`config.mk`:
```
export PLATFORM = sky130hd
export DESIGN_NAME = ipt_lookup
export DESIGN_NICKNAME = d
export VERILOG_FILES = /design/src/rtl/ipt_pkg.sv /design/src/rtl/ipt_rst_sync.sv /design/src/rtl/ipt_entry_store.sv /design/src/rtl/ipt_match.sv /design/src/rtl/ipt_prio_pick.sv /design/src/rtl/ipt_lookup.sv
export SDC_FILE = /design/constraint.sdc
export NUM_CORES = 1
export LEC_CHECK = 0
export BUFFER_PORTS_ARGS = -buffer_cell sky130_fd_sc_hd__buf_2
export CAP_MARGIN = 20
export CORE_MARGIN = 5
export CORE_UTILIZATION = 35
export DETAILED_ROUTE_END_ITERATION = 7
export PLACE_DENSITY = 0.49
export REMOVE_ABC_BUFFERS = 1
export SYNTH_ARGS = -nofsm -noshare
export SYNTH_HDL_FRONTEND = slang
export SYNTH_SLANG_ARGS = --single-unit
export TNS_END_PERCENT = 30
```
`constraint.sdc`:
```
create_clock -name clk -period 3 [get_ports clk]
set_input_delay 0.6 -clock clk [delete_from_list [all_inputs] [get_ports clk]]
set_output_delay 0.6 -clock clk [all_outputs]
set_load 0.005 [all_outputs]
```
`src/rtl/ipt_pkg.sv`:
```
package ipt_pkg;
  localparam int unsigned DEF_FRAMES = 16;
  localparam int unsigned DEF_PID_W  = 8;
  localparam int unsigned DEF_VPN_W  = 20;
  localparam int unsigned DEF_OFF_W  = 12;

  typedef struct packed {
    logic hit;
    logic fault;
    logic multi;
  } ipt_flags_t;
endpackage

```
`src/rtl/ipt_rst_sync.sv`:
```
module ipt_rst_sync (
  input  logic clk,
  input  logic rst_n,
  output logic rst_sync_n
);
  logic [1:0] sync_q;

  always_ff @(posedge clk or negedge rst_n) begin
    if (!rst_n) sync_q <= 2'b00;
    else        sync_q <= {sync_q[0], 1'b1};
  end

  assign rst_sync_n = sync_q[1];
endmodule

```
`src/rtl/ipt_entry_store.sv`:
```
module ipt_entry_store #(
  parameter int unsigned FRAMES  = 16,
  parameter int unsigned PID_W   = 8,
  parameter int unsigned VPN_W   = 20,
  parameter int unsigned FRAME_W = (FRAMES > 1) ? $clog2(FRAMES) : 1
) (
  input  logic                           clk,
  input  logic                           rst_n,
  input  logic                           wr_en,
  input  logic [FRAME_W-1:0]             wr_frame,
  input  logic [PID_W-1:0]               wr_pid,
  input  logic [VPN_W-1:0]               wr_vpn,
  input  logic                           wr_valid,
  output logic [FRAMES-1:0]              ent_valid,
  output logic [FRAMES-1:0][PID_W-1:0]   ent_pid,
  output logic [FRAMES-1:0][VPN_W-1:0]   ent_vpn
);
  for (genvar f = 0; f < FRAMES; f++) begin : g_ent
    logic             sel;
    logic             valid_d, valid_q;
    logic [PID_W-1:0] pid_q;
    logic [VPN_W-1:0] vpn_q;

    assign sel = wr_en && (wr_frame == FRAME_W'(f));

    always_comb begin
      valid_d = valid_q;
      if (sel) valid_d = wr_valid;
    end

    // Only the valid bit is reset; the tag fields load under enable.
    always_ff @(posedge clk or negedge rst_n) begin
      if (!rst_n) valid_q <= 1'b0;
      else        valid_q <= valid_d;
    end

    always_ff @(posedge clk) begin
      if (sel) begin
        pid_q <= wr_pid;
        vpn_q <= wr_vpn;
      end
    end

    assign ent_valid[f] = valid_q;
    assign ent_pid[f]   = pid_q;
    assign ent_vpn[f]   = vpn_q;
  end
endmodule

```
`src/rtl/ipt_match.sv`:
```
module ipt_match #(
  parameter int unsigned FRAMES = 16,
  parameter int unsigned PID_W  = 8,
  parameter int unsigned VPN_W  = 20
) (
  input  logic [FRAMES-1:0]            ent_valid,
  input  logic [FRAMES-1:0][PID_W-1:0] ent_pid,
  input  logic [FRAMES-1:0][VPN_W-1:0] ent_vpn,
  input  logic [PID_W-1:0]             key_pid,
  input  logic [VPN_W-1:0]             key_vpn,
  output logic [FRAMES-1:0]            match_vec
);
  for (genvar f = 0; f < FRAMES; f++) begin : g_cmp
    logic pid_eq, vpn_eq;
    assign pid_eq       = (ent_pid[f] == key_pid);
    assign vpn_eq       = (ent_vpn[f] == key_vpn);
    assign match_vec[f] = ent_valid[f] && pid_eq && vpn_eq;
  end
endmodule

```
`src/rtl/ipt_prio_pick.sv`:
```
module ipt_prio_pick #(
  parameter int unsigned FRAMES  = 16,
  parameter int unsigned FRAME_W = (FRAMES > 1) ? $clog2(FRAMES) : 1
) (
  input  logic [FRAMES-1:0]  match_vec,
  output logic               any_hit,
  output logic               multi_hit,
  output logic [FRAME_W-1:0] pick_idx
);
  logic [FRAMES-1:0] rest_vec;

  assign any_hit   = |match_vec;
  assign rest_vec  = match_vec & (match_vec - FRAMES'(1));
  assign multi_hit = |rest_vec;

  // Scan from the top down so the lowest set index is written last.
  always_comb begin
    pick_idx = '0;
    for (int i = FRAMES - 1; i >= 0; i--) begin
      if (match_vec[i]) pick_idx = FRAME_W'(i);
    end
  end
endmodule

```
`src/rtl/ipt_lookup.sv`:
```
module ipt_lookup
  import ipt_pkg::*;
#(
  parameter int unsigned FRAMES  = DEF_FRAMES,
  parameter int unsigned PID_W   = DEF_PID_W,
  parameter int unsigned VPN_W   = DEF_VPN_W,
  parameter int unsigned OFF_W   = DEF_OFF_W,
  parameter int unsigned FRAME_W = (FRAMES > 1) ? $clog2(FRAMES) : 1,
  parameter int unsigned PA_W    = FRAME_W + OFF_W
) (
  input  logic               clk,
  input  logic               rst_n,
  input  logic               lk_req,
  input  logic [PID_W-1:0]   lk_pid,
  input  logic [VPN_W-1:0]   lk_vpn,
  input  logic [OFF_W-1:0]   lk_off,
  input  logic               wr_en,
  input  logic [FRAME_W-1:0] wr_frame,
  input  logic [PID_W-1:0]   wr_pid,
  input  logic [VPN_W-1:0]   wr_vpn,
  input  logic               wr_valid,
  output logic               rsp_valid,
  output logic               rsp_hit,
  output logic               rsp_fault,
  output logic               rsp_multi,
  output logic [FRAME_W-1:0] rsp_frame,
  output logic [PA_W-1:0]    rsp_paddr
);
  logic                           rst_sync_n;
  logic [FRAMES-1:0]              ent_valid;
  logic [FRAMES-1:0][PID_W-1:0]   ent_pid;
  logic [FRAMES-1:0][VPN_W-1:0]   ent_vpn;
  logic [FRAMES-1:0]              match_vec;
  logic                           any_hit, multi_hit;
  logic [FRAME_W-1:0]             pick_idx;

  ipt_rst_sync u_rst (
    .clk        (clk),
    .rst_n      (rst_n),
    .rst_sync_n (rst_sync_n)
  );

  ipt_entry_store #(
    .FRAMES(FRAMES), .PID_W(PID_W), .VPN_W(VPN_W), .FRAME_W(FRAME_W)
  ) u_store (
    .clk       (clk),
    .rst_n     (rst_sync_n),
    .wr_en     (wr_en),
    .wr_frame  (wr_frame),
    .wr_pid    (wr_pid),
    .wr_vpn    (wr_vpn),
    .wr_valid  (wr_valid),
    .ent_valid (ent_valid),
    .ent_pid   (ent_pid),
    .ent_vpn   (ent_vpn)
  );

  ipt_match #(
    .FRAMES(FRAMES), .PID_W(PID_W), .VPN_W(VPN_W)
  ) u_match (
    .ent_valid (ent_valid),
    .ent_pid   (ent_pid),
    .ent_vpn   (ent_vpn),
    .key_pid   (lk_pid),
    .key_vpn   (lk_vpn),
    .match_vec (match_vec)
  );

  ipt_prio_pick #(
    .FRAMES(FRAMES), .FRAME_W(FRAME_W)
  ) u_pick (
    .match_vec (match_vec),
    .any_hit   (any_hit),
    .multi_hit (multi_hit),
    .pick_idx  (pick_idx)
  );

  // Result registers
  ipt_flags_t         flags_d, flags_q;
  logic               vld_d, vld_q;
  logic               addr_en;
  logic [FRAME_W-1:0] frame_d, frame_q;
  logic [OFF_W-1:0]   off_q;

  always_comb begin
    vld_d   = lk_req;
    addr_en = lk_req;
    flags_d = '0;
    frame_d = '0;
    if (lk_req) begin
      flags_d.hit   = any_hit;
      flags_d.fault = !any_hit;
      flags_d.multi = multi_hit;
      frame_d       = any_hit ? pick_idx : '0;
    end
  end

  always_ff @(posedge clk or negedge rst_sync_n) begin
    if (!rst_sync_n) begin
      vld_q   <= 1'b0;
      flags_q <= '0;
    end else begin
      vld_q   <= vld_d;
      flags_q <= flags_d;
    end
  end

  always_ff @(posedge clk or negedge rst_sync_n) begin
    if (!rst_sync_n) begin
      frame_q <= '0;
      off_q   <= '0;
    end else if (addr_en) begin
      frame_q <= frame_d;
      off_q   <= lk_off;
    end
  end

  assign rsp_valid = vld_q;
  assign rsp_hit   = flags_q.hit;
  assign rsp_fault = flags_q.fault;
  assign rsp_multi = flags_q.multi;
  assign rsp_frame = frame_q;
  assign rsp_paddr = {frame_q, off_q};
endmodule

```
# ---- After elaboration in Yosys (flattened, before gate mapping)
# Cells that the tools add are included.
dict set report word_totals {
  register_bits 486
  romBits 0
  mem_count 0
  out_inout_bits 24
  latch_bits 0
  ram_bits 0
  word_cells 174
}
dict set report classes {
  shift 0
  add_sub_neg 1
  muxes 18
  mul 0
  magnitude_cmp 0
  bitwise_logic 1
  n_eq_ne 47
  div_mod_pow 0
  n_reduce_logical 52
}
# op n
set op_table {}
lappend op_table {{$eq A20 B20 Y1} 16}
lappend op_table {{$eq A8 B8 Y1} 16}
lappend op_table {{$mux W4} 17}
lappend op_table {{$logic_and A1 B1 Y1} 48}
lappend op_table {{$eq A4 B4 Y1 const B} 8}
lappend op_table {{$reduce_or A16 Y1} 2}
lappend op_table {{$and A16 B16 Y16} 1}
lappend op_table {{$eq A4 B3 Y1 const B} 4}
lappend op_table {{$sub A16 B1 Y16 const B} 1}
lappend op_table {{$eq A4 B2 Y1 const B} 2}
lappend op_table {{$eq A4 B1 Y1 const B} 1}
lappend op_table {{$logic_not A4 Y1} 1}
lappend op_table {{$mux W3} 1}
lappend op_table {{$logic_not A1 Y1} 1}

# ---- Longest topological paths before layout
# Gate-level depths: netlist of run 1.
dict set report depth {
  ltp_word 20
  ltp_mapped 11
  mapped_depth_nobuf 9
}

# ---- Cells and area by module
# A second synthesis of run 1 with hierarchy kept.
dict set report unflattened {
  cells_unflattened 1291
  hier_area_um2 20918.8
}
# module cells_per_inst seq_area_each_um2 instances area_per_inst_um2
set modules_own_cells {}
lappend modules_own_cells {ipt_entry_store 524 13853.3 1 14336.2}
lappend modules_own_cells {ipt_match 664 0.0 1 5408.9}
lappend modules_own_cells {ipt_lookup 47 500.5 1 797.0}
lappend modules_own_cells {ipt_prio_pick 53 0.0 1 322.8}
lappend modules_own_cells {ipt_rst_sync 3 50.0 1 53.8}

# ---- Least setup slack after synthesis of run 1
# OpenSTA, ideal clock, no wires.
dict set report synth_timing {
  kind {input -> register}
  startpoint {input port wr_frame[3]}
  endpoint {register u_store.g_ent[1].valid_q}
  required_time_ns 2.875
  t_arrival_ns 3.447
  setup_ns 0.125
  path_buffers 0
  stages 4
  slack_ns -0.571
  cell_sequence {nor2_1 nand2_1 nor3b_1 mux2_2}
}
dict set report synth_via {
  elab_chain_len 2
}
# item line_no
set synth_lines {}
lappend synth_lines {{start, declared} ipt_lookup.sv:18} ;# input logic [FRAME_W-1:0] wr_frame,
lappend synth_lines {{$eq A4 B1 Y1} ipt_entry_store.sv:24} ;# assign sel = wr_en && (wr_frame == FRAME_W'(f));
lappend synth_lines {{$logic_and A1 B1 Y1} ipt_entry_store.sv:24}
lappend synth_lines {{net u_store.g_ent[1].sel} ipt_entry_store.sv:19} ;# logic sel;
lappend synth_lines {{end signal, assigned} ipt_entry_store.sv:34} ;# else valid_q <= valid_d;
lappend synth_lines {{end, declared} ipt_entry_store.sv:20} ;# logic valid_d, valid_q;
# The timed path passes the listed nets, and every way through them passes these cells.
# A chain may end at the register's enable or synchronous reset.

==> key figures, run 1 <==
Route
  • Antenna viol nets, final: 0
  • 1st-iter DRT viols: 1,507
  • Drt drc: 0
  • Final wirelength: 78,600 um
  • Via density: 5.32
  • Routed via count: 14,200
  • First-pass detailed-route iteration total: 5
  • Wire per inst: 29.5 um

Die
  • Core area: 61,700 um2
  • I/O Pins: 101
  • Initial Utilization: 35.3%
  • Die X: 260 um
  • Die area: 67,400 um2
  • Die Ht: 260 um
  • Num rows: 91

Placed design
  • Placed Area: 25,100 um2
  • GP Congestion: 0.882
  • Post-DP HPWL: 52,200 um
  • Input/output buffers: 100

Cells and area
  • Final core utilization: 43.7%
  • # nets final: 1,863
  • Design area: 26,900 um2
  • Fillers: 5,625
  • Share of layout cells above drive strength 1: 25.7%
  • Synth-to-layout area growth: 23.5%

Setup path
  • Worst reg2reg startpoint: u_store.g_ent[8].vpn_q[1]
  • Worst endpoint required time: 3.56 ns
  • Data arrival, critical path: 3.44 ns
  • Critical path class: primary input to register
  • Crit start category: primary input
  • Crit-path max FO: 11
  • Worst Setup SP: lk_vpn[6]
  • Crit end category: register

Clocking
  • Insertion delay to the later sink of the worst-skew pair: 0.62 ns
  • Maximum root-to-sink buffer count: 3
  • CTS tree: built
  • Clock-pin slew on the worst setup and hold paths: 0.06 ns
  • TritonCTS Sinks: 486
  • Post-CTS Resized: 0
  • CTS root buf: clkbuf_16
  • H-Tree Level Count: 2
  • TritonCTS Buffers: 56

Worst hold path
  • Worst Hold Launch: lk_off[4]
  • Hold WC Path Type: primary input to register

Synth
  • Netlist cell types: 59
  • Mux share of post-synthesis cell area: 1.50%
  • Area contributors post-synth: edfxtp_1 62%, xnor2_1 14%, dfrtp_1 4.4%
  • Simple-gate portion of the synthesized area: 11.3%
  • Syn Inst Count: 1,471
  • EDFF count, synth: 448
  • Largest family of logic cells by synthesized area: XOR/XNOR gates
  • Ys flop type: edfxtp_1
  • Asr flop ratio synth: 7.82%
  • Sequential share of the synthesized area: 66.0%
  • Syn Std Cell Area: 21,800 um2
  • Synthesized area per cell: 14.8 um2
  • Yosys top cell by area: edfxtp_1
  • Xor and xnor area share after synthesis: 17.9%
  • Adder-cell share of the synthesized area: 0.189%
  • Top cell type's share of synthesized area: 61.7%
  • Post-synthesis register bit count: 486
  • Compound-gate portion of the synthesized area: 0.832%
  • Synth warn: 0

Global route
  • First-pass GRT wire length: 109,000 um
  • Remaining global-route overflow: 0
  • Met1 global-route usage: 34.5%
  • Gr usage total: 23.0%
  • M2 GR Usage: 35.6%
  • Vias in the first global route: 14,100
  • Initial antenna violation count: 7
  • Met3 Track Usage GR: 2.35%
  • GRT busiest layer: met2
  • Pin count of the biggest net entering global routing: 30

STA
  • Relative slew margins: 42.6%
  • Post-route minimum period: 2.88 ns
  • Hold Vio Cnt, Final: 0
  • Slew Viols, Final: 0
  • RSZ-0062 raised after global routing: no
  • Transition time of the tightest slew-check pin: 0.862 ns
  • Clock skew: 0.0172 ns
  • Peak Freq: 347 MHz
  • Post-route clock period utilization: 96.1%
  • Final setup vio count: 0

Power and ir drop
  • Maximum VDD drop: 484 uV
  • P per Cell Area: 597 nW/um2
  • LEAKAGE: 8.95 nW

Job
  • Max Cap Viol: 0

Run status
  • Status: finished, final reports clean
==> worst max-delay path, cell delays in order <==
cell	delay [ns]
buf_2	0.51
xnor2_1	0.25
nand4_1	0.14
nor4_1	0.43
nand4_1	0.31
buf_4	0.25
and3_1	0.17
nor4b_2	0.17
maj3_2	0.32
a21oi_2	0.14
o31a_1	0.14
==> synth_stat cells (2+ instances only) <==
| cell type | n |
|---|---|
| nor3_1 | 10 |
| mux2_2 | 29 |
| or3b_1 | 4 |
| nand3_1 | 28 |
| dfrtp_1 | 38 |
| buf_4 | 27 |
| nor3b_1 | 11 |
| nand4b_1 | 2 |
| or2_1 | 4 |
| nor2_1 | 28 |
| and4_1 | 5 |
| nand4_1 | 147 |
| and4b_1 | 2 |
| buf_2 | 21 |
| or3_1 | 2 |
| nor4b_1 | 2 |
| nand2b_1 | 18 |
| buf_6 | 12 |
| xnor2_2 | 7 |
| xnor2_1 | 344 |
| nand3b_1 | 4 |
| edfxtp_1 | 448 |
| or4_4 | 2 |
| nor4_1 | 62 |
| or2_2 | 5 |
| a211oi_1 | 2 |
| a21oi_1 | 3 |
| or3b_2 | 2 |
| nor4_4 | 2 |
| maj3_1 | 3 |
| clkbuf_1 | 3 |
| nand2_1 | 59 |
| and2_1 | 3 |
| xor2_1 | 89 |
| and3_1 | 8 |
| o21ai_0 | 4 |
| inv_1 | 7 |
| o21ai_1 | 2 |
| a41oi_1 | 2 |
==> cells by family after synthesis <==
group,Yosys count
compound gates,25
fa+ha+maj,4
other cells,1
mux,29
simple gates,416
buf+inv,70
xor+xnor,440
flops,486
==> path summary, 6_finish.rpt <==
kind                       cells after the start  slack, ns                  endpoint
max in group asynchronous                      1       1.92  u_store.g_ent[5].valid_q
hold / removal                                 2       0.22                  off_q[4]
hold reg to reg                                0       0.35           u_rst.sync_q[1]
setup / recovery                              11       0.12                 rsp_multi
setup reg to reg                              10       0.22                 rsp_multi
min in group asynchronous                      2       0.30           u_rst.sync_q[1]
==> state kept, by name, summed over array words and instances (netlist names) <==
| register | flops |
|---|---|
| off_q | 12 |
| rsp_fault | 1 |
| rsp_frame | 4 |
| rsp_hit | 1 |
| rsp_multi | 1 |
| rsp_valid | 1 |
| u_rst.sync_q | 2 |
| u_store.g_ent.pid_q | 128 |
| u_store.g_ent.valid_q | 16 |
| u_store.g_ent.vpn_q | 320 |
==> where the power goes <==
| group | internal, W | total [W] | leakage, nW | switching (W) |
|---|---|---|---|---|
| logic | 0.000633 | 0.00162 | 3.55 | 0.000991 |
| clock network | 0.00393 | 0.00674 | 0.886 | 0.00281 |
| registers | 0.00761 | 0.00771 | 4.51 | 0.000106 |
| total | 0.0122 | 0.0161 | 8.95 | 0.00390 |
==> layout make-up <==
class | instances | area, um2 | share of cell area, %
Inverter | 7 | 26.3 | 0.0975
Multi-Input combinational cell | 915 | 6980 | 25.9
Antenna cell | 2 | 5.00 | 0.0186
Clock buffer | 68 | 1490 | 5.52
Tap cell | 837 | 1050 | 3.89
Timing Repair Buffer | 320 | 2690 | 9.99
Sequential cell | 486 | 14400 | 53.5
Clock inverter | 35 | 305 | 1.13
==> repair_timing <==
| item | in CTS | in global routing |
|---|---|---|
| hold buffers | 1 | 0 |
| endpoints found under the hold margin | 2 | 0 |
| buffers inserted | 0 | 0 |
==> cell usage in the layout, fill, tap and decap left out, drive strengths merged, types with 5 or more instances in the layout <==
cell	Yosys	final
and3	8	8
and4	5	5
buf	60	319
bufinv	0	5
clkbuf	3	68
clkinv	0	28
dfrtp	38	38
edfxtp	448	448
inv	7	8
mux2	29	29
nand2	59	59
nand2b	18	18
nand3	28	28
nand4	148	148
nor2	28	28
nor3	11	11
nor3b	11	11
nor4	64	64
o21ai	6	6
or2	10	10
or3b	6	6
xnor2	351	351
xor2	89	89
==> per-stage QoR <==
stage	total power, W	hold WS, ns	TNS (ns)	setup WS (ns)	cells
2_1_floorplan	0.00843	0.304	-32.23	-0.571	1408
3_3_place_gp	0.00947	0.340	-2.33	-0.478	2564
3_5_place_dp	0.00947	0.337	-2.58	-0.507	2564
4_1_cts	0.0162	0.189	0	0.141	2668
5_1_grt	0.0166	0.211	0	0.0288	2668
6_report	0.0161	0.221	0	0.116	2670
==> metal layers <==
layer / wire [um] / share of wire, %
met2: 35000 / 45
met1: 35400 / 45
met5: 0 / 0
met3: 5730 / 7.3
met4: 2470 / 3.1
Power figures use the tool's default switching activity.
==> run 2, diff against run 1 <==
- SETUP_SLACK_MARGIN: not set -> 0.4
- SYNTH_HIERARCHICAL: not set -> 1
==> key figures, run 2 <==
STA
  • Peak Freq: 355 MHz (+2.4%)
  • Hold Vio Cnt, Final: 0 (unchanged)
  • Relative slew margins: 34.6% (-8.0 points)
  • Setup_tns: 0 ns (unchanged)
  • Final setup margin: 0.184 ns (+0.0682 ns)
  • Slew Viols, Final: 0 (unchanged)
  • Transition time of the tightest slew-check pin: 0.981 ns (+0.119 ns)
  • Hold WS: 0.237 ns (+0.0164 ns)
  • Final setup vio count: 0 (unchanged)
  • Clock skew: 0.0261 ns (+0.00883 ns)
  • Post-route clock period utilization: 93.9% (-2.3 points)
  • RSZ-0062 raised after global routing: yes
  • Post-route minimum period: 2.82 ns (-0.0682 ns)

Cells and area
  • Commonest non-fill, non-tap cell in the layout: edfxtp_1
  • Final core utilization: 43.9% (+0.25 points)
  • # nets final: 1,657 (-11%)
  • Largest registers: u_store/g_ent.vpn_q (320), u_store/g_ent.pid_q (128), u_store/g_ent.valid_q (16)
  • Most frequent cells in the layout: 448 x edfxtp_1, 297 x xor2_1, 169 x buf_4, 144 x xnor2_1, 100 x buf_2
  • Synth-to-layout area growth: 24.1%
  • Max reg flops: 320 (unchanged)
  • Share of layout cells above drive strength 1: 28.1% (+2.4 points)
  • Fillers: 5,234 (-7.0%)
  • Largest Register: u_store/g_ent.vpn_q

Die
  • Die Ht: 254 um (-2.0%)
  • Die area: 64,800 um2 (-3.9%)
  • I/O Pins: 101 (unchanged)
  • Die X: 254 um (-2.0%)
  • Num rows: 89 (-2.2%)
  • Core area: 59,100 um2 (-4.2%)
  • Initial Utilization: 35.4% (+0.036 points)

Synth
  • Syn Std Cell Area: 20,900 um2 (-4.1%)
  • Synth warn: 6 (+6)
  • Ys flop type: edfxtp_1
  • Sequential share of the synthesized area: 68.9% (+2.8 points)
  • Synthesized area per cell: 16.2 um2 (+9.3%)
  • Netlist cell types: 47 (-20%)
  • Cell with the most instances after synthesis: edfxtp_1
  • Yosys top cell by area: edfxtp_1
  • EDFF count, synth: 448 (unchanged)
  • Syn Inst Count: 1,291 (-12%)
  • Top cell type's share of synthesized area: 64.3% (+2.6 points)
  • Area contributors post-synth: edfxtp_1 64%, xor2_1 13%, xnor2_1 6.0%
  • Post-synth top cells: 448 x edfxtp_1, 302 x xor2_1, 144 x xnor2_1
  • Post-synthesis register bit count: 486 (unchanged)
  • Asr flop ratio synth: 7.82% (unchanged)

Setup path
  • Largest stage delay on the critical path: 0.40 ns (-0.11 ns)
  • Cell Chain, Critical Path: xor2_1 -> nor4_1 -> buf_4 -> nand4_1 -> nor4_2 -> nor2_1 -> a211oi_2 -> o31ai_1 -> a211oi_2 -> buf_4 -> a22o_1
  • Reg2reg path depth: 11 (+1)
  • Crit-path max FO: 2 (-9)
  • Critical path class: register to register
  • Worst endpoint required time: 3.53 ns (-0.03 ns)
  • Data arrival, critical path: 3.35 ns (-0.09 ns)
  • Crit start category: register
  • Worst path slowest cell: nor4_2
  • Crit end category: register

Route
  • 1st-iter DRT viols: 929 (-38%)
  • Antenna viol nets, final: 0 (unchanged)
  • Wire per inst: 27.8 um (-5.5%)
  • Drt drc: 0 (unchanged)
  • First-pass detailed-route iteration total: 5 (unchanged)
  • Routed via count: 11,900 (-16%)
  • Final wirelength: 66,800 um (-15%)
  • Via density: 4.97 (-6.5%)

Placed design
  • Post-DP HPWL: 44,900 um (-14%)
  • Setup Slack @ Placement: -0.744 ns (-0.237 ns)
  • GP Congestion: 0.871 (-1.3%)
  • Input/output buffers: 100 (unchanged)

Global route
  • Pin count of the biggest net entering global routing: 37 (+23%)
  • Vias in the first global route: 12,200 (-14%)
  • Remaining global-route overflow: 0 (unchanged)
  • First-pass GRT wire length: 93,000 um (-14%)
  • Gr usage total: 20.6% (-2.5 points)
  • Initial antenna violation count: 5 (-2)

Power and ir drop
  • P per Cell Area: 598 nW/um2 (+0.18%)
  • Maximum VDD drop: 434 uV (-10%)
  • LEAKAGE: 9.13 nW (+2.0%)
  • Total power: 0.0155 W (-3.5%)

Clocking
  • TritonCTS Buffers: 53 (-5.4%)
  • TritonCTS Sinks: 486 (unchanged)
  • Insertion delay to the later sink of the worst-skew pair: 0.62 ns (about the same)
  • CTS tree: built
  • Maximum root-to-sink buffer count: 3 (unchanged)
  • Clock-pin slew on the worst setup and hold paths: 0.06 ns (about the same)
  • CTS root buf: clkbuf_16
  • H-Tree Level Count: 2 (unchanged)

Run status
  • Status: finished, final reports clean

Worst hold path
  • Hold path cells: 2 (unchanged)
  • Hold WC Path Type: primary input to register

Job
  • Max Cap Viol: 0 (unchanged)
==> run 2: cell types whose count changed in the layout (fill, tap and decap cells not counted), moves of 16 or more <==
cell / delta
xor2_1: +208
xnor2_1: -200
nand4_1: -99
nand2_1: -55
mux2_2: -25
clkbuf_1: +16
mux2_1: +16
==> run 2: logic make-up after synthesis <==
group	count (synthesis)	synth area share, %
flops	486	68.9
xor+xnor	446	18.7
simple gates	210	6.15
buf+inv	89	3.37
compound gates	30	1.24
mux	28	1.65
fa+ha+maj	1	0.0479
other cells	1	0.0179
==> run 2: cell type report <==
type | instances | area, um2 | share of cell area (%)
multi-input cells | 716 | 6140 | 23.6
inverters | 7 | 26.3 | 0.101
flip-flops and latches | 486 | 14400 | 55.5
clock inverters | 17 | 208 | 0.800
diodes | 2 | 5.00 | 0.0193
well taps | 773 | 967 | 3.72
repair buffers | 316 | 2700 | 10.4
clock buffers | 82 | 1520 | 5.85
==> run 2: worst paths after layout <==
check | startpoint | endpoint | slack [ns]
max | u_store/g_ent[11].vpn_q[13] | rsp_frame[1] | 0.18
max reg2reg | u_store/g_ent[11].vpn_q[13] | rsp_frame[1] | 0.18
max in group asynchronous | u_rst/sync_q[1] | u_store/g_ent[1].valid_q | 1.96
min reg2reg | u_rst/sync_q[0] | u_rst/sync_q[1] | 0.35
min in group asynchronous | rst_n | u_rst/sync_q[0] | 0.32
min | lk_off[10] | off_q[10] | 0.24
==> run 2: worst max-delay path: cells and delay by family (launching register included) <==
kind	cells	cell delay (ns)
buffers and inverters	2	0.39
and+or+nand+nor	4	1.06
AOI/OAI and AO/OA	4	0.78
DFF	1	0.37
xor gates and xnor gates	1	0.15
==> run 2: through the flow <==
step           area, um2  std cells
2_1_floorplan      20200       1209
3_3_place_gp       24000       2293
3_5_place_dp       24000       2293
4_1_cts            25900       2396
5_1_grt            26000       2397
6_report           26000       2399
==> run 2: per-layer routing <==
metal	vias to the layer above	global-route usage [%]	routed length, um
li1	5283	-	-
met2	382	33.0	31100
met4	6	6.54	2020
met5	-	0	36
met3	97	3.52	3930
met1	6160	28.8	29600
==> run 2: report_power, final <==
group	total, W	internal [W]	switching, W
combinational	0.00128	0.000514	0.000769
sequential	0.00769	0.00760	0.0000895
clock	0.00654	0.00383	0.00271
==> run 2: repair_timing <==
action | CTS | global route
endpoints found under the setup margin | 7 | 7
pin swaps | 26 | 4
setup buffers | 3 | 1
resized for setup | 38 | 1
endpoints found under the hold margin | 2 | 0
hold buffers | 1 | 0
==> run 3, diff against run 2 <==
- RECOVER_POWER: not set -> 25
==> key figures, run 3 (synthesis gave the netlist of run 2 again) <==
STA
  • Peak Freq: 355 MHz (about the same)
  • Relative slew margins: 10.4% (-24 points)
  • Slew Viols, Final: 0 (unchanged)
  • Post-route clock period utilization: 93.9% (about the same)
  • Setup_tns: 0 ns (unchanged)
  • Final setup margin: 0.184 ns (-0.000217 ns)
  • Clock skew: 0.0257 ns (-0.000398 ns)
  • RSZ-0062 raised after global routing: yes
  • Final setup vio count: 0 (unchanged)
  • Hold Vio Cnt, Final: 0 (unchanged)
  • Transition time of the tightest slew-check pin: 1.34 ns (+0.363 ns)
  • Post-route minimum period: 2.82 ns (+0.000217 ns)

Clocking
  • TritonCTS Buffers: 53 (unchanged)
  • CTS root buf: clkbuf_16
  • TritonCTS Sinks: 486 (unchanged)
  • Insertion delay to the later sink of the worst-skew pair: 0.61 ns (about the same)
  • H-Tree Level Count: 2 (unchanged)
  • Maximum root-to-sink buffer count: 3 (unchanged)
  • Clock-pin slew on the worst setup and hold paths: 0.06 ns (about the same)
  • CTS tree: built

Setup path
  • Crit end category: register
  • Cell Chain, Critical Path: xor2_1 -> nor4_1 -> buf_4 -> nand4_1 -> nor4_2 -> nor2_1 -> a211oi_2 -> o31ai_1 -> a211oi_2 -> buf_4 -> a22o_1
  • R2r setup slk: 0.18 ns (about the same)
  • Crit start category: register
  • Crit-path max FO: 2 (unchanged)
  • Worst reg2reg startpoint: u_store/g_ent[11].vpn_q[13]
  • Largest stage delay on the critical path: 0.40 ns (about the same)
  • RR Endpoint: rsp_frame[1]
  • Data arrival, critical path: 3.35 ns (about the same)
  • Worst path slowest cell: nor4_2
  • Worst endpoint required time: 3.53 ns (about the same)
  • Critical path class: register to register
  • Reg2reg path depth: 11 (unchanged)

Cells and area
  • Post-Layout Cell Count: 2,399 (unchanged)
  • Max reg flops: 320 (unchanged)
  • Fillers: 5,242 (+0.15%)
  • Most frequent cells in the layout: 448 x edfxtp_1, 297 x xor2_1, 169 x buf_4, 144 x xnor2_1, 80 x buf_2
  • # nets final: 1,657 (unchanged)
  • Largest Register: u_store/g_ent.vpn_q
  • Design area: 25,900 um2 (about the same)
  • Share of layout cells above drive strength 1: 26.9% (-1.2 points)
  • Synth-to-layout area growth: 24.0% (about the same)
  • Final core utilization: 43.9% (about the same)
  • Commonest non-fill, non-tap cell in the layout: edfxtp_1
  • Largest registers: u_store/g_ent.vpn_q (320), u_store/g_ent.pid_q (128), u_store/g_ent.valid_q (16)

Placed design
  • GP Congestion: 0.871 (unchanged)
  • Input/output buffers: 100 (unchanged)
  • Setup Slack @ Placement: -0.744 ns (unchanged)
  • Post-DP HPWL: 44,900 um (unchanged)
  • Inst Count DP: 2,293 (unchanged)
  • Placed Area: 24,000 um2 (unchanged)

Route
  • Drt drc: 0 (unchanged)
  • First-pass detailed-route iteration total: 5 (unchanged)
  • Antenna viol nets, final: 0 (unchanged)
  • Via density: 4.97 (about the same)
  • Routed via count: 11,900 (+0.050%)
  • Wire per inst: 27.8 um (about the same)
  • 1st-iter DRT viols: 932 (+0.32%)
  • Final wirelength: 66,800 um (about the same)

Global route
  • Remaining global-route overflow: 0 (unchanged)
  • Vias in the first global route: 12,200 (unchanged)
  • First-pass GRT wire length: 93,000 um (unchanged)
  • Pin count of the biggest net entering global routing: 37 (unchanged)
  • Initial antenna violation count: 5 (unchanged)
  • Gr usage total: 20.6% (unchanged)

Die
  • Die Ht: 254 um (unchanged)
  • I/O Pins: 101 (unchanged)
  • Die X: 254 um (unchanged)
  • Die area: 64,800 um2 (unchanged)
  • Num rows: 89 (unchanged)
  • Initial Utilization: 35.4% (unchanged)
  • Core area: 59,100 um2 (unchanged)

Power and ir drop
  • Maximum VDD drop: 434 uV (about the same)
  • P per Cell Area: 598 nW/um2 (about the same)
  • LEAKAGE: 9.07 nW (-0.60%)

Worst hold path
  • Hold path cells: 2 (unchanged)
  • Worst Hold Launch: lk_off[10]
  • Hold Crit Endpoint: off_q[10]
  • Hold WC Path Type: primary input to register

Run status
  • Status: finished, final reports clean

Job
  • Max Cap Viol: 0 (unchanged)
## run 3: area by class of cell
cell class	instances	area (um2)	share of cell area, %
sequential	486	14400	55.5
multi-input combinational	716	6140	23.7
timing repair buffer	316	2680	10.3
clock buffer	82	1520	5.86
tap	773	967	3.73
clock inverter	17	208	0.801
inverter	7	26.3	0.101
antenna	2	5.00	0.0193
## run 3: what timing repair did
action | CTS | global route
setup buffers | 3 | 1
hold buffers | 1 | 0
resized for setup | 38 | 1
pin swaps | 26 | 4
endpoints found under the setup margin | 7 | 7
hold endpoints to repair | 2 | 0
## run 3: how the worst max path moves through the flow
stage	to	start	slack (ns)
2_1_floorplan	u_store/g_ent[8].valid_q	wr_frame[0]	-0.30
3_3_place_gp	rsp_multi	lk_pid[5]	-0.75
3_5_place_dp	rsp_multi	lk_pid[5]	-0.74
4_1_cts	rsp_multi	u_store/g_ent[11].pid_q[3]	0.22
5_1_grt	rsp_frame[0]	lk_pid[7]	0.06
6_report	rsp_frame[1]	u_store/g_ent[11].vpn_q[13]	0.18
## run 3: metal layers
metal  track usage, %  wire [um]  vias to the layer above
met5                0         36                        -
met4             6.54       2020                        6
met3             3.52       3930                       97
met2             33.0      31200                      383
met1             28.8      29600                     6165
li1                 -          -                     5283
## run 3: power by group
group / internal, W / total (W) / switching, W
combinational: 0.000510 / 0.00128 / 0.000769
clock: 0.00383 / 0.00654 / 0.00270
sequential: 0.00761 / 0.00770 / 0.0000895
total: 0.0119 / 0.0155 / 0.00356
## run 3: stage by stage
step	power (W)	hold slack (ns)
final	0.0155	0.237
after global routing	0.0161	0.211
after floorplan	0.00824	0.304
after CTS	0.0157	0.199
after global placement	0.00910	0.338
after detailed placement	0.00911	0.337
## run 3: worst max-delay path: cells and delay by family (launching register included)
kind / cells / cell delay (ns)
compound gates: 4 / 0.78
xor+xnor: 1 / 0.15
buf+inv: 2 / 0.39
flops: 1 / 0.37
simple gates: 4 / 1.06
